[config.mk]
export PLATFORM = sky130hd
export DESIGN_NAME = cnv_readout
export DESIGN_NICKNAME = d
export VERILOG_FILES = /design/src/rtl/cnv_rd_pkg.sv /design/src/rtl/cnv_rd_seq.sv /design/src/rtl/cnv_rd_spi_rx.sv /design/src/rtl/cnv_rd_assemble.sv /design/src/rtl/cnv_readout.sv
export SDC_FILE = /design/constraint.sdc
export NUM_CORES = 1
export LEC_CHECK = 0
export BUFFER_PORTS_ARGS = -buffer_cell sky130_fd_sc_hd__buf_2
export CAP_MARGIN = 20
export CORE_MARGIN = 4
export CORE_UTILIZATION = 28
export CTS_BUF_LIST = sky130_fd_sc_hd__clkbuf_4 sky130_fd_sc_hd__clkbuf_8
export DETAILED_ROUTE_END_ITERATION = 6
export PLACE_DENSITY = 0.55
export SYNTH_ARGS = -nofsm -noshare
export SYNTH_HDL_FRONTEND = slang
export SYNTH_HIERARCHICAL = 1
export SYNTH_SLANG_ARGS = --single-unit
[constraint.sdc]
create_clock -name clk_i -period 3.1 [get_ports clk_i]
set_input_delay 0.62 -clock clk_i [delete_from_list [all_inputs] [get_ports clk_i]]
set_output_delay 0.62 -clock clk_i [all_outputs]
set_load 0.01 [all_outputs]
[src/rtl/cnv_rd_pkg.sv]
package cnv_rd_pkg;

  typedef enum logic [2:0] {
    OM_DIFF    = 3'd0,
    OM_D16_CM  = 3'd1,
    OM_D24_CM  = 3'd2,
    OM_AVG30   = 3'd3,
    OM_PATTERN = 3'd4
  } out_mode_e;

  typedef enum logic [2:0] {
    ST_IDLE, ST_CNV, ST_WAIT, ST_READ, ST_DONE
  } seq_state_e;

  function automatic logic [2:0] diff_bytes(input logic [2:0] m);
    case (m)
      3'(OM_D16_CM):               return 3'd2;
      3'(OM_AVG30), 3'(OM_PATTERN): return 3'd4;
      default:                      return 3'd3;
    endcase
  endfunction

  function automatic logic has_cm(input logic [2:0] m);
    return (m == 3'(OM_D16_CM)) || (m == 3'(OM_D24_CM));
  endfunction

endpackage

[src/rtl/cnv_rd_seq.sv]
module cnv_rd_seq
  import cnv_rd_pkg::*;
#(
  parameter int CNV_CYC  = 1,
  parameter int WAIT_CYC = 48
) (
  input  logic       clk_i,
  input  logic       rst_ni,
  input  logic       start_i,
  input  logic [2:0] mode_i,
  input  logic       last_byte_i,
  output seq_state_e state_o,
  output logic [2:0] mode_o,
  output logic       cnv_o,
  output logic       cs_no,
  output logic       busy_o,
  output logic       done_o
);
  localparam int TMAX = (CNV_CYC > WAIT_CYC) ? CNV_CYC : WAIT_CYC;
  localparam int TW   = $clog2(TMAX + 1);

  seq_state_e     state_q;
  logic [TW-1:0]  tmr_q;
  logic [2:0]     mode_q;

  always_ff @(posedge clk_i or negedge rst_ni) begin
    if (!rst_ni) begin
      state_q <= ST_IDLE;
      tmr_q   <= '0;
      mode_q  <= '0;
    end else begin
      case (state_q)
        ST_IDLE: if (start_i) begin
          state_q <= ST_CNV;
          tmr_q   <= '0;
          mode_q  <= mode_i;
        end
        ST_CNV: if (tmr_q == TW'(CNV_CYC - 1)) begin
          state_q <= ST_WAIT;
          tmr_q   <= '0;
        end else tmr_q <= tmr_q + 1'b1;
        ST_WAIT: if (tmr_q == TW'(WAIT_CYC - 1)) begin
          state_q <= ST_READ;
          tmr_q   <= '0;
        end else tmr_q <= tmr_q + 1'b1;
        ST_READ: if (last_byte_i) state_q <= ST_DONE;
        ST_DONE: state_q <= ST_IDLE;
        default: state_q <= ST_IDLE;
      endcase
    end
  end

  assign state_o = state_q;
  assign mode_o  = mode_q;
  assign cnv_o   = (state_q == ST_CNV);
  assign cs_no   = (state_q != ST_READ);
  assign busy_o  = (state_q != ST_IDLE);
  assign done_o  = (state_q == ST_DONE);

  // pulse and gap length monitors
  logic [15:0] hi_len_q, gap_len_q;
  always_ff @(posedge clk_i or negedge rst_ni) begin
    if (!rst_ni) begin
      hi_len_q  <= '0;
      gap_len_q <= '0;
    end else begin
      hi_len_q  <= cnv_o ? hi_len_q + 1'b1 : '0;
      gap_len_q <= (busy_o && !cnv_o && cs_no) ? gap_len_q + 1'b1 : '0;
    end
  end

  AST_CNV_WIDTH: assert property (@(posedge clk_i) disable iff (!rst_ni)
    $fell(cnv_o) |-> hi_len_q == 16'(CNV_CYC));
  AST_WAIT_GAP: assert property (@(posedge clk_i) disable iff (!rst_ni)
    $fell(cs_no) |-> gap_len_q == 16'(WAIT_CYC));
  AST_START_IDLE_ONLY: assert property (@(posedge clk_i) disable iff (!rst_ni)
    $rose(cnv_o) |-> $past(!busy_o && start_i));
  AST_DONE_PULSE: assert property (@(posedge clk_i) disable iff (!rst_ni)
    done_o |=> !done_o);

endmodule

[src/rtl/cnv_rd_spi_rx.sv]
module cnv_rd_spi_rx #(
  parameter int SCLK_HALF = 2
) (
  input  logic       clk_i,
  input  logic       rst_ni,
  input  logic       en_i,
  input  logic       miso_i,
  output logic       sclk_o,
  output logic [7:0] byte_o,
  output logic       byte_vld_o
);
  localparam int PW = $clog2(SCLK_HALF + 1);

  logic [PW-1:0] ph_q;
  logic [2:0]    bit_q;
  logic          sclk_q, vld_q;
  logic [7:0]    sh_q;

  always_ff @(posedge clk_i or negedge rst_ni) begin
    if (!rst_ni) begin
      ph_q <= '0; bit_q <= '0; sclk_q <= 1'b0; vld_q <= 1'b0; sh_q <= '0;
    end else if (!en_i) begin
      ph_q <= '0; bit_q <= '0; sclk_q <= 1'b0; vld_q <= 1'b0;
    end else begin
      vld_q <= 1'b0;
      if (ph_q == PW'(SCLK_HALF - 1)) begin
        ph_q   <= '0;
        sclk_q <= ~sclk_q;
        if (!sclk_q) sh_q <= {sh_q[6:0], miso_i};
        else if (bit_q == 3'd7) begin
          bit_q <= '0;
          vld_q <= 1'b1;
        end else bit_q <= bit_q + 1'b1;
      end else ph_q <= ph_q + 1'b1;
    end
  end

  assign sclk_o     = sclk_q;
  assign byte_o     = sh_q;
  assign byte_vld_o = vld_q;

  AST_VLD_AFTER_FALL: assert property (@(posedge clk_i) disable iff (!rst_ni)
    byte_vld_o |-> !sclk_o);

endmodule

[src/rtl/cnv_rd_assemble.sv]
module cnv_rd_assemble
  import cnv_rd_pkg::*;
#(
  parameter int N_CHAN = 1
) (
  input  logic                        clk_i,
  input  logic                        rst_ni,
  input  logic                        rd_i,
  input  logic [2:0]                  mode_i,
  input  logic [7:0]                  byte_i,
  input  logic                        byte_vld_i,
  output logic                        last_o,
  output logic [N_CHAN-1:0][31:0]     sample_o,
  output logic [N_CHAN-1:0][7:0]      cm_o,
  output logic                        cm_vld_o
);
  localparam int MAXB = 4 * N_CHAN;
  localparam int IW   = $clog2(MAXB + 1);

  logic [7:0]        byte_q [MAXB];
  logic [7:0]        byte_n [MAXB];
  logic [IW-1:0]     idx_q, nbytes;
  logic [2:0]        db;
  logic              cm_en;
  int                cb;
  logic [N_CHAN-1:0][31:0] smp_n;
  logic [N_CHAN-1:0][7:0]  cm_n;

  always_comb begin
    db     = diff_bytes(mode_i);
    cm_en  = has_cm(mode_i);
    cb     = int'(db) + int'(cm_en);
    nbytes = IW'(cb * N_CHAN);
  end

  assign last_o = byte_vld_i && (idx_q == nbytes - 1'b1);

  always_comb begin
    for (int i = 0; i < MAXB; i++) begin
      byte_n[i] = byte_q[i];
      if (byte_vld_i && IW'(i) == idx_q) byte_n[i] = byte_i;
    end
    for (int c = 0; c < N_CHAN; c++) begin
      smp_n[c] = '0;
      cm_n[c]  = '0;
      for (int k = 0; k < 4; k++) begin
        if (k < int'(db) && (c * cb + k) < MAXB)
          smp_n[c][31-8*k -: 8] = byte_n[c * cb + k];
      end
      if (cm_en && (c * cb + int'(db)) < MAXB) cm_n[c] = byte_n[c * cb + int'(db)];
    end
  end

  always_ff @(posedge clk_i or negedge rst_ni) begin
    if (!rst_ni) begin
      idx_q    <= '0;
      sample_o <= '0;
      cm_o     <= '0;
      cm_vld_o <= 1'b0;
      for (int i = 0; i < MAXB; i++) byte_q[i] <= '0;
    end else begin
      if (!rd_i) idx_q <= '0;
      else if (byte_vld_i) idx_q <= idx_q + 1'b1;
      for (int i = 0; i < MAXB; i++) byte_q[i] <= byte_n[i];
      if (last_o) begin
        sample_o <= smp_n;
        cm_o     <= cm_n;
        cm_vld_o <= cm_en;
      end
    end
  end

  AST_IDX_BOUND: assert property (@(posedge clk_i) disable iff (!rst_ni)
    byte_vld_i |-> idx_q < nbytes);
  AST_CM_ZERO: assert property (@(posedge clk_i) disable iff (!rst_ni)
    !cm_vld_o |-> cm_o == '0);

endmodule

[src/rtl/cnv_readout.sv]
module cnv_readout
  import cnv_rd_pkg::*;
#(
  parameter int CLK_PERIOD_NS = 10,
  parameter int CNV_HIGH_NS   = 10,
  parameter int CONV_WAIT_NS  = 480,
  parameter int SCLK_HALF     = 2,
  parameter int N_CHAN        = 1
) (
  input  logic                  clk_i,
  input  logic                  rst_ni,
  input  logic                  start_i,
  input  logic [2:0]            mode_i,
  input  logic [1:0]            lane_i,
  input  logic                  miso_i,
  output logic                  cnv_o,
  output logic                  cs_no,
  output logic                  sclk_o,
  output logic                  busy_o,
  output logic                  done_o,
  output logic [N_CHAN*32-1:0]  sample_o,
  output logic [N_CHAN*8-1:0]   cm_o,
  output logic                  cm_valid_o,
  output logic [7:0]            cfg_byte_o
);
  localparam int CNV_RAW  = (CNV_HIGH_NS + CLK_PERIOD_NS - 1) / CLK_PERIOD_NS;
  localparam int WAIT_RAW = (CONV_WAIT_NS + CLK_PERIOD_NS - 1) / CLK_PERIOD_NS;
  localparam int CNV_CYC  = (CNV_RAW < 1) ? 1 : CNV_RAW;
  localparam int WAIT_CYC = (WAIT_RAW < 1) ? 1 : WAIT_RAW;

  seq_state_e state;
  logic [2:0] mode_q;
  logic       last_byte, byte_vld;
  logic [7:0] rx_byte;
  logic [N_CHAN-1:0][31:0] smp;
  logic [N_CHAN-1:0][7:0]  cmb;

  cnv_rd_seq #(.CNV_CYC(CNV_CYC), .WAIT_CYC(WAIT_CYC)) i_seq (
    .clk_i, .rst_ni, .start_i, .mode_i,
    .last_byte_i(last_byte), .state_o(state), .mode_o(mode_q),
    .cnv_o, .cs_no, .busy_o, .done_o
  );

  cnv_rd_spi_rx #(.SCLK_HALF(SCLK_HALF)) i_spi (
    .clk_i, .rst_ni, .en_i(state == ST_READ), .miso_i,
    .sclk_o, .byte_o(rx_byte), .byte_vld_o(byte_vld)
  );

  cnv_rd_assemble #(.N_CHAN(N_CHAN)) i_asm (
    .clk_i, .rst_ni, .rd_i(state == ST_READ), .mode_i(mode_q),
    .byte_i(rx_byte), .byte_vld_i(byte_vld), .last_o(last_byte),
    .sample_o(smp), .cm_o(cmb), .cm_vld_o(cm_valid_o)
  );

  assign sample_o   = smp;
  assign cm_o       = cmb;
  assign cfg_byte_o = {lane_i, 3'b000, mode_i};

  AST_SCLK_IN_CS: assert property (@(posedge clk_i) disable iff (!rst_ni)
    sclk_o |-> !cs_no);
  AST_HOLD_RESULT: assert property (@(posedge clk_i) disable iff (!rst_ni)
    !done_o |-> $stable(sample_o));

endmodule

==> flow_summary.ini, run 1 <==
[pwr]
p_per_area_mw_per_mm2 = 620
p_leak_uw = 0.00285
p_comb_share_pct = 22.9
swShare_pct = 31.4
switching_power_uw = 1030
p_int_uw = 2240
peakVddDrop_mv = 0.188
seqPwrFrac_pct = 50.9
p_clk_share_pct = 26.2

[critical_path]
crit_type = flop to flop
r2r-end = i_asm/cm_o[2]$_DFFE_PN0P_
critPathArrivalTime_ns = 2.91
rr_worst_depth = 9
crit_fanout = 24
r2r_start = i_seq/mode_o[0]$_DFFE_PN0P_
crit_path_end_kind = flop
cp-start-kind = flop
timing.reg2reg.setup_slack_ns = 0.45
cp.required_ns = 3.36
startpoint = i_seq/mode_o[0]$_DFFE_PN0P_

[finish]
finalNonFillerCells = 640
fill_cells = 1618
multi_input_area_sq_mm = 0.00179
nets = 439
antenna_cells = 0
seq_area_sq_mm = 0.00258
areaGrowthSynthToFinish_pct = 14.0
drive_gt1_share_pct = 35.1

[global_routing]
antenna_found_initial = 0
grt_pass1_wl_mm = 15.3
grtUsageTotal_pct = 10.6
grt_max_degree = 58
overflow = 0
grt_pass1_vias = 2935

[yosys]
synthCells = 369
ys_seq_area_share_pct = 55.7
synth-async-reset-ratio_pct = 100
postSynth.topFlopCell = dfrtp_1
synth_top_area_share_pct = 55.7
synth.avg_cell_area_sq_um = 12.5
synth_cell_types = 52
yosysWarningCount = 6
yosysTopAreaCell = dfrtp_1
ys_ff_latch = 103
synth-edff-count = 0
synth_area_sq_mm = 0.00463
yosys-top-cells-area = dfrtp_1 (56%), mux2_2 (14%), mux2i_1 (4.1%), ha_1 (3.0%), inv_1 (2.8%)

[placed_design]
hpwl_mm = 6.68
gp_congestion = 0.743
port_buffers = 55
dp_cells = 624

[clock_network]
cts_tree = done
post_cts_buffers = 0
clock_sinks = 103
cts-htree-levels = 3
cts_buffer_depth = 2
ctsResizeCount = 0
cts_buffers = 9
cts_hold_buf = 0
clock_latency_ns = 0.37
path_clk_slew_ns = 0.10
ctsRootBufferMaster = clkbuf_8

[route]
drt_iter0_drc = 169
wl_per_cell_um = 14.8
num_vias = 2859
route.detailed.drc = 0
ant_nets = 0
firstDrtPassIters = 4
viasPerCell = 4.47
drt-total-wl_mm = 9.46

[die]
core_area_sq_mm = 0.0161
pin_count = 63
rows = 46
start_util_pct = 28.8
die_h_um = 137
die_x_um = 137
dieArea_sq_mm = 0.0186

[timing]
hold_violations = 0
clock.fmax_mhz = 378
post-route-period-util_pct = 85.4
finalSetupViolCount = 0
drv_slew = 0
finalHoldWorstSlack_ns = 0.265
skew_ns = 0.0101
min_period_ns = 2.65
tightest_slew_ns = 0.645
tns_ns = 0
max-slew-margin-rel_pct = 57.0
rsz0062_at_grt = no

[outcome]
outcome = completed

[flow_run]
maxCapViolations = 0

[min_path]
hp-class = input pin to asynchronous set/reset pin
-- critical path, cell delays in order (launching register included) --
cell     delay (ns)
dfrtp_1        0.45
or3b_4         0.44
nand2_1        0.07
ha_1           0.14
ha_1           0.15
xor2_1         0.16
a21bo_2        0.27
a21oi_4        0.15
buf_4          0.33
mux2_2         0.39
-- final cells by class --
cell class	instances	share of cell area, %
clock buffer	12	2.89
clock inverter	4	0.854
multi-input combinational	213	33.9
tap	216	5.12
timing repair buffer	58	5.93
sequential	103	48.9
inverter	34	2.42
-- logic make-up after synthesis --
| family | Yosys count | share of synthesized area, % |
|---|---|---|
| buffers and inverters | 55 | 5.79 |
| AND/OR/NAND/NOR | 76 | 9.52 |
| XOR/XNOR | 6 | 1.14 |
| other | 1 | 0.0811 |
| adder cells (fa/ha/maj) | 11 | 2.98 |
| multiplexers | 78 | 18.5 |
| AO/OA/AOI/OAI | 39 | 6.30 |
| flip-flops | 103 | 55.7 |
-- Yosys cell counts (4+ instances only) --
library cell / instances
buf_4: 9
clkbuf_1: 5
dfrtp_1: 103
ha_1: 11
inv_1: 34
mux2_2: 58
mux2i_1: 19
nand2_1: 16
nand2b_1: 4
nand3_1: 4
nand3b_1: 7
nor2_1: 18
o21ai_0: 5
o22ai_1: 17
or2_2: 4
xor2_1: 5
-- state kept, by name, summed over array words and instances (netlist names) --
| register | flops |
|---|---|
| i_spi/byte_o | 8 |
| i_seq/state_o | 3 |
| i_asm/idx_q | 3 |
| i_asm/cm_vld_o | 1 |
| i_spi/sclk_o | 1 |
| i_spi/ph_q | 2 |
| i_seq/tmr_q | 6 |
| i_asm/byte_q | 32 |
| i_asm/cm_o | 8 |
| i_spi/bit_q | 3 |
| i_spi/byte_vld_o | 1 |
| i_asm/sample_o | 32 |
| i_seq/mode_o | 3 |
-- routing by layer --
layer	wire, um	GRT usage, %
met3	351	2.21
met1	4200	13.5
met5	0	0
met4	185	4.87
met2	4720	17.4
-- stage by stage --
step | setup slack [ns] | util, % | total power, uW | area [sq um]
floorplan | 0.684 | - | 2230 | 4630
global placement | 0.541 | 31.6 | 2430 | 5080
detailed placement | 0.442 | 31.6 | 2450 | 5080
CTS | 0.429 | 32.8 | 3330 | 5270
global route | 0.264 | 32.8 | 3480 | 5270
finish | 0.453 | 32.8 | 3270 | 5270
-- layout by cell type (no fill, tap or decap), types with 4 or more instances in the layout --
cell type  Yosys  routed
ha_1          11      11
nand2b_1       4       4
inv_1         34      34
buf_2          3      54
xor2_1         5       5
nand3b_1       7       7
nand3_1        4       4
mux2i_1       19      19
o22ai_1       17      17
dfrtp_1      103     103
o21ai_0        5       5
mux2_2        58      58
nor2_1        18      18
nand2_1       16      16
or2_2          4       4
clkbuf_8       0      10
-- how the worst max path moves through the flow --
stage | end | slack (ns) | cells past startpoint
floorplan | i_seq/state_o[0]$_DFFE_PN0P_ | 0.68 | 11
global placement | i_asm/cm_o[6]$_DFFE_PN0P_ | 0.54 | 9
detailed placement | i_seq/state_o[0]$_DFFE_PN0P_ | 0.44 | 11
CTS | i_seq/state_o[0]$_DFFE_PN0P_ | 0.43 | 11
global route | i_seq/state_o[0]$_DFFE_PN0P_ | 0.26 | 11
finish | i_asm/cm_o[2]$_DFFE_PN0P_ | 0.45 | 9
-- power by group through the flow --
stage / combinational (uW) / sequential, uW / clock (uW)
6_report: 748 / 1660 / 856
5_1_grt: 842 / 1700 / 947
4_1_cts: 760 / 1670 / 897
3_5_place_dp: 755 / 1700 / 0
3_3_place_gp: 738 / 1690 / 0
2_1_floorplan: 627 / 1610 / 0
Note: power is estimated with default switching activity, not from simulation.
==> run 2: changes to the inputs <==
--- a/config.mk
+++ b/config.mk
@@ -11,6 +11,7 @@
 export CORE_UTILIZATION = 28
 export CTS_BUF_LIST = sky130_fd_sc_hd__clkbuf_4 sky130_fd_sc_hd__clkbuf_8
 export DETAILED_ROUTE_END_ITERATION = 6
+export MAX_ROUTING_LAYER = met4
 export PLACE_DENSITY = 0.55
 export SYNTH_ARGS = -nofsm -noshare
 export SYNTH_HDL_FRONTEND = slang
==> flow_summary.ini, run 2 (synthesis results as in run 1) <==
[outcome]
outcome = completed

[global_routing]
grt_max_degree = 58
grtUsageTotal_pct = 10.9
grt_pass1_wl_mm = 15.3
overflow = 0
grt_pass1_vias = 2941
antenna_found_initial = 0

[timing]
post-route-period-util_pct = 85.5
min_period_ns = 2.65
rsz0062_at_grt = no
finalSetupViolCount = 0
tightest_slew_ns = 0.640
max-slew-margin-rel_pct = 57.3
skew_ns = 0.00999
hold_violations = 0
tns_ns = 0
drv_slew = 0
clock.fmax_mhz = 377

[clock_network]
ctsResizeCount = 0
ctsRootBufferMaster = clkbuf_8
cts-htree-levels = 3
cts_hold_buf = 0
cts_buffer_depth = 2
cts_buffers = 9
clock_latency_ns = 0.37
cts_tree = done
post_cts_buffers = 0
path_clk_slew_ns = 0.10
clock_sinks = 103

[die]
core_area_sq_mm = 0.0161
rows = 46
pin_count = 63
die_x_um = 137
die_h_um = 137
start_util_pct = 28.8
dieArea_sq_mm = 0.0186

[critical_path]
crit_fanout = 24
cp.required_ns = 3.36
crit_path_end_kind = flop
cp-start-kind = flop
critPathArrivalTime_ns = 2.91
timing.reg2reg.setup_slack_ns = 0.45
startpoint = i_seq/mode_o[0]$_DFFE_PN0P_
r2r_start = i_seq/mode_o[0]$_DFFE_PN0P_
crit_type = flop to flop

[finish]
stdcell_area_sq_mm = 0.00527
finalNonFillerCells = 640
largestRegisters = i_asm/byte_q: 32 flops, i_asm/sample_o: 32 flops
areaGrowthSynthToFinish_pct = 14.0
drive_gt1_share_pct = 35.1
fill_cells = 1618
nets = 439
final_cell_mix = dfrtp_1 (103), mux2_2 (58), buf_2 (54)
layout_commonest_cell = dfrtp_1
antenna_cells = 0

[route]
route.detailed.drc = 0
num_vias = 2866
drt_iter0_drc = 181
drt-total-wl_mm = 9.44
ant_nets = 0
viasPerCell = 4.48
wl_per_cell_um = 14.8
firstDrtPassIters = 4

[placed_design]
place_area_sq_mm = 0.00508
gp_congestion = 0.752
dp_cells = 624
hpwl_mm = 6.68
port_buffers = 55

[pwr]
peakVddDrop_mv = 0.189
p_leak_uw = 0.00285
p_per_area_mw_per_mm2 = 620

[min_path]
hp-class = input pin to asynchronous set/reset pin

[flow_run]
maxCapViolations = 0
[run 2: cell counts in the layout (fill, tap and decap cells not counted)]
Identical to the previous run, type by type.
[run 2: worst paths after layout]
check                                                    to  cells after the start
min in group clk_i              i_spi/byte_o[0]$_DFFE_PN0P_                      2
worst max-delay path              i_asm/cm_o[2]$_DFFE_PN0P_                      9
worst min register to register   i_asm/byte_q[25]$_DFF_PN0_                      1
max in group asynchronous        i_asm/byte_q[21]$_DFF_PN0_                      2
worst min-delay path             i_seq/tmr_q[3]$_DFFE_PN0P_                      1
worst max register to register    i_asm/cm_o[2]$_DFFE_PN0P_                      9
[run 2: area by class of cell]
cell class,instances,area [sq um],share of cell area [%]
multi-input combinational,213,1790,33.9
inverter,34,128,2.42
timing repair buffer,58,313,5.93
clock buffer,12,153,2.89
tap,216,270,5.12
sequential,103,2580,48.9
clock inverter,4,45.0,0.854
[run 2: critical path, cell delays in order, from the launching register on]
cell,delay [ns]
dfrtp_1,0.45
or3b_4,0.44
nand2_1,0.07
ha_1,0.14
ha_1,0.15
xor2_1,0.16
a21bo_2,0.27
a21oi_4,0.15
buf_4,0.33
mux2_2,0.39
[run 2: per-stage QoR]
stage | power, uW | hold slack (ns) | util (%) | worst slack (ns)
finish | 3270 | 0.261 | 32.8 | 0.450
global route | 3480 | 0.293 | 32.8 | 0.265
CTS | 3330 | 0.257 | 32.8 | 0.429
detailed placement | 2450 | 0.482 | 31.6 | 0.442
global placement | 2430 | 0.478 | 31.6 | 0.541
floorplan | 2230 | 0.324 | - | 0.684
[run 2: layer usage]
layer | GRT usage (%) | routed length, um | part of all wire (%) | up-vias
met3 | 2.21 | 361 | 3.8 | 14
met4 | 4.87 | 182 | 1.9 | 0
met2 | 17.4 | 4720 | 50 | 45
met1 | 13.5 | 4170 | 44 | 1448
li1 | - | - | - | 1359
met5 | - | 0 | 0 | -
[run 2: report_power, final]
part / total (uW) / internal, uW / switching [uW]
sequential: 1660 / 1470 / 199
combinational: 748 / 364 / 384
clock: 857 / 410 / 446
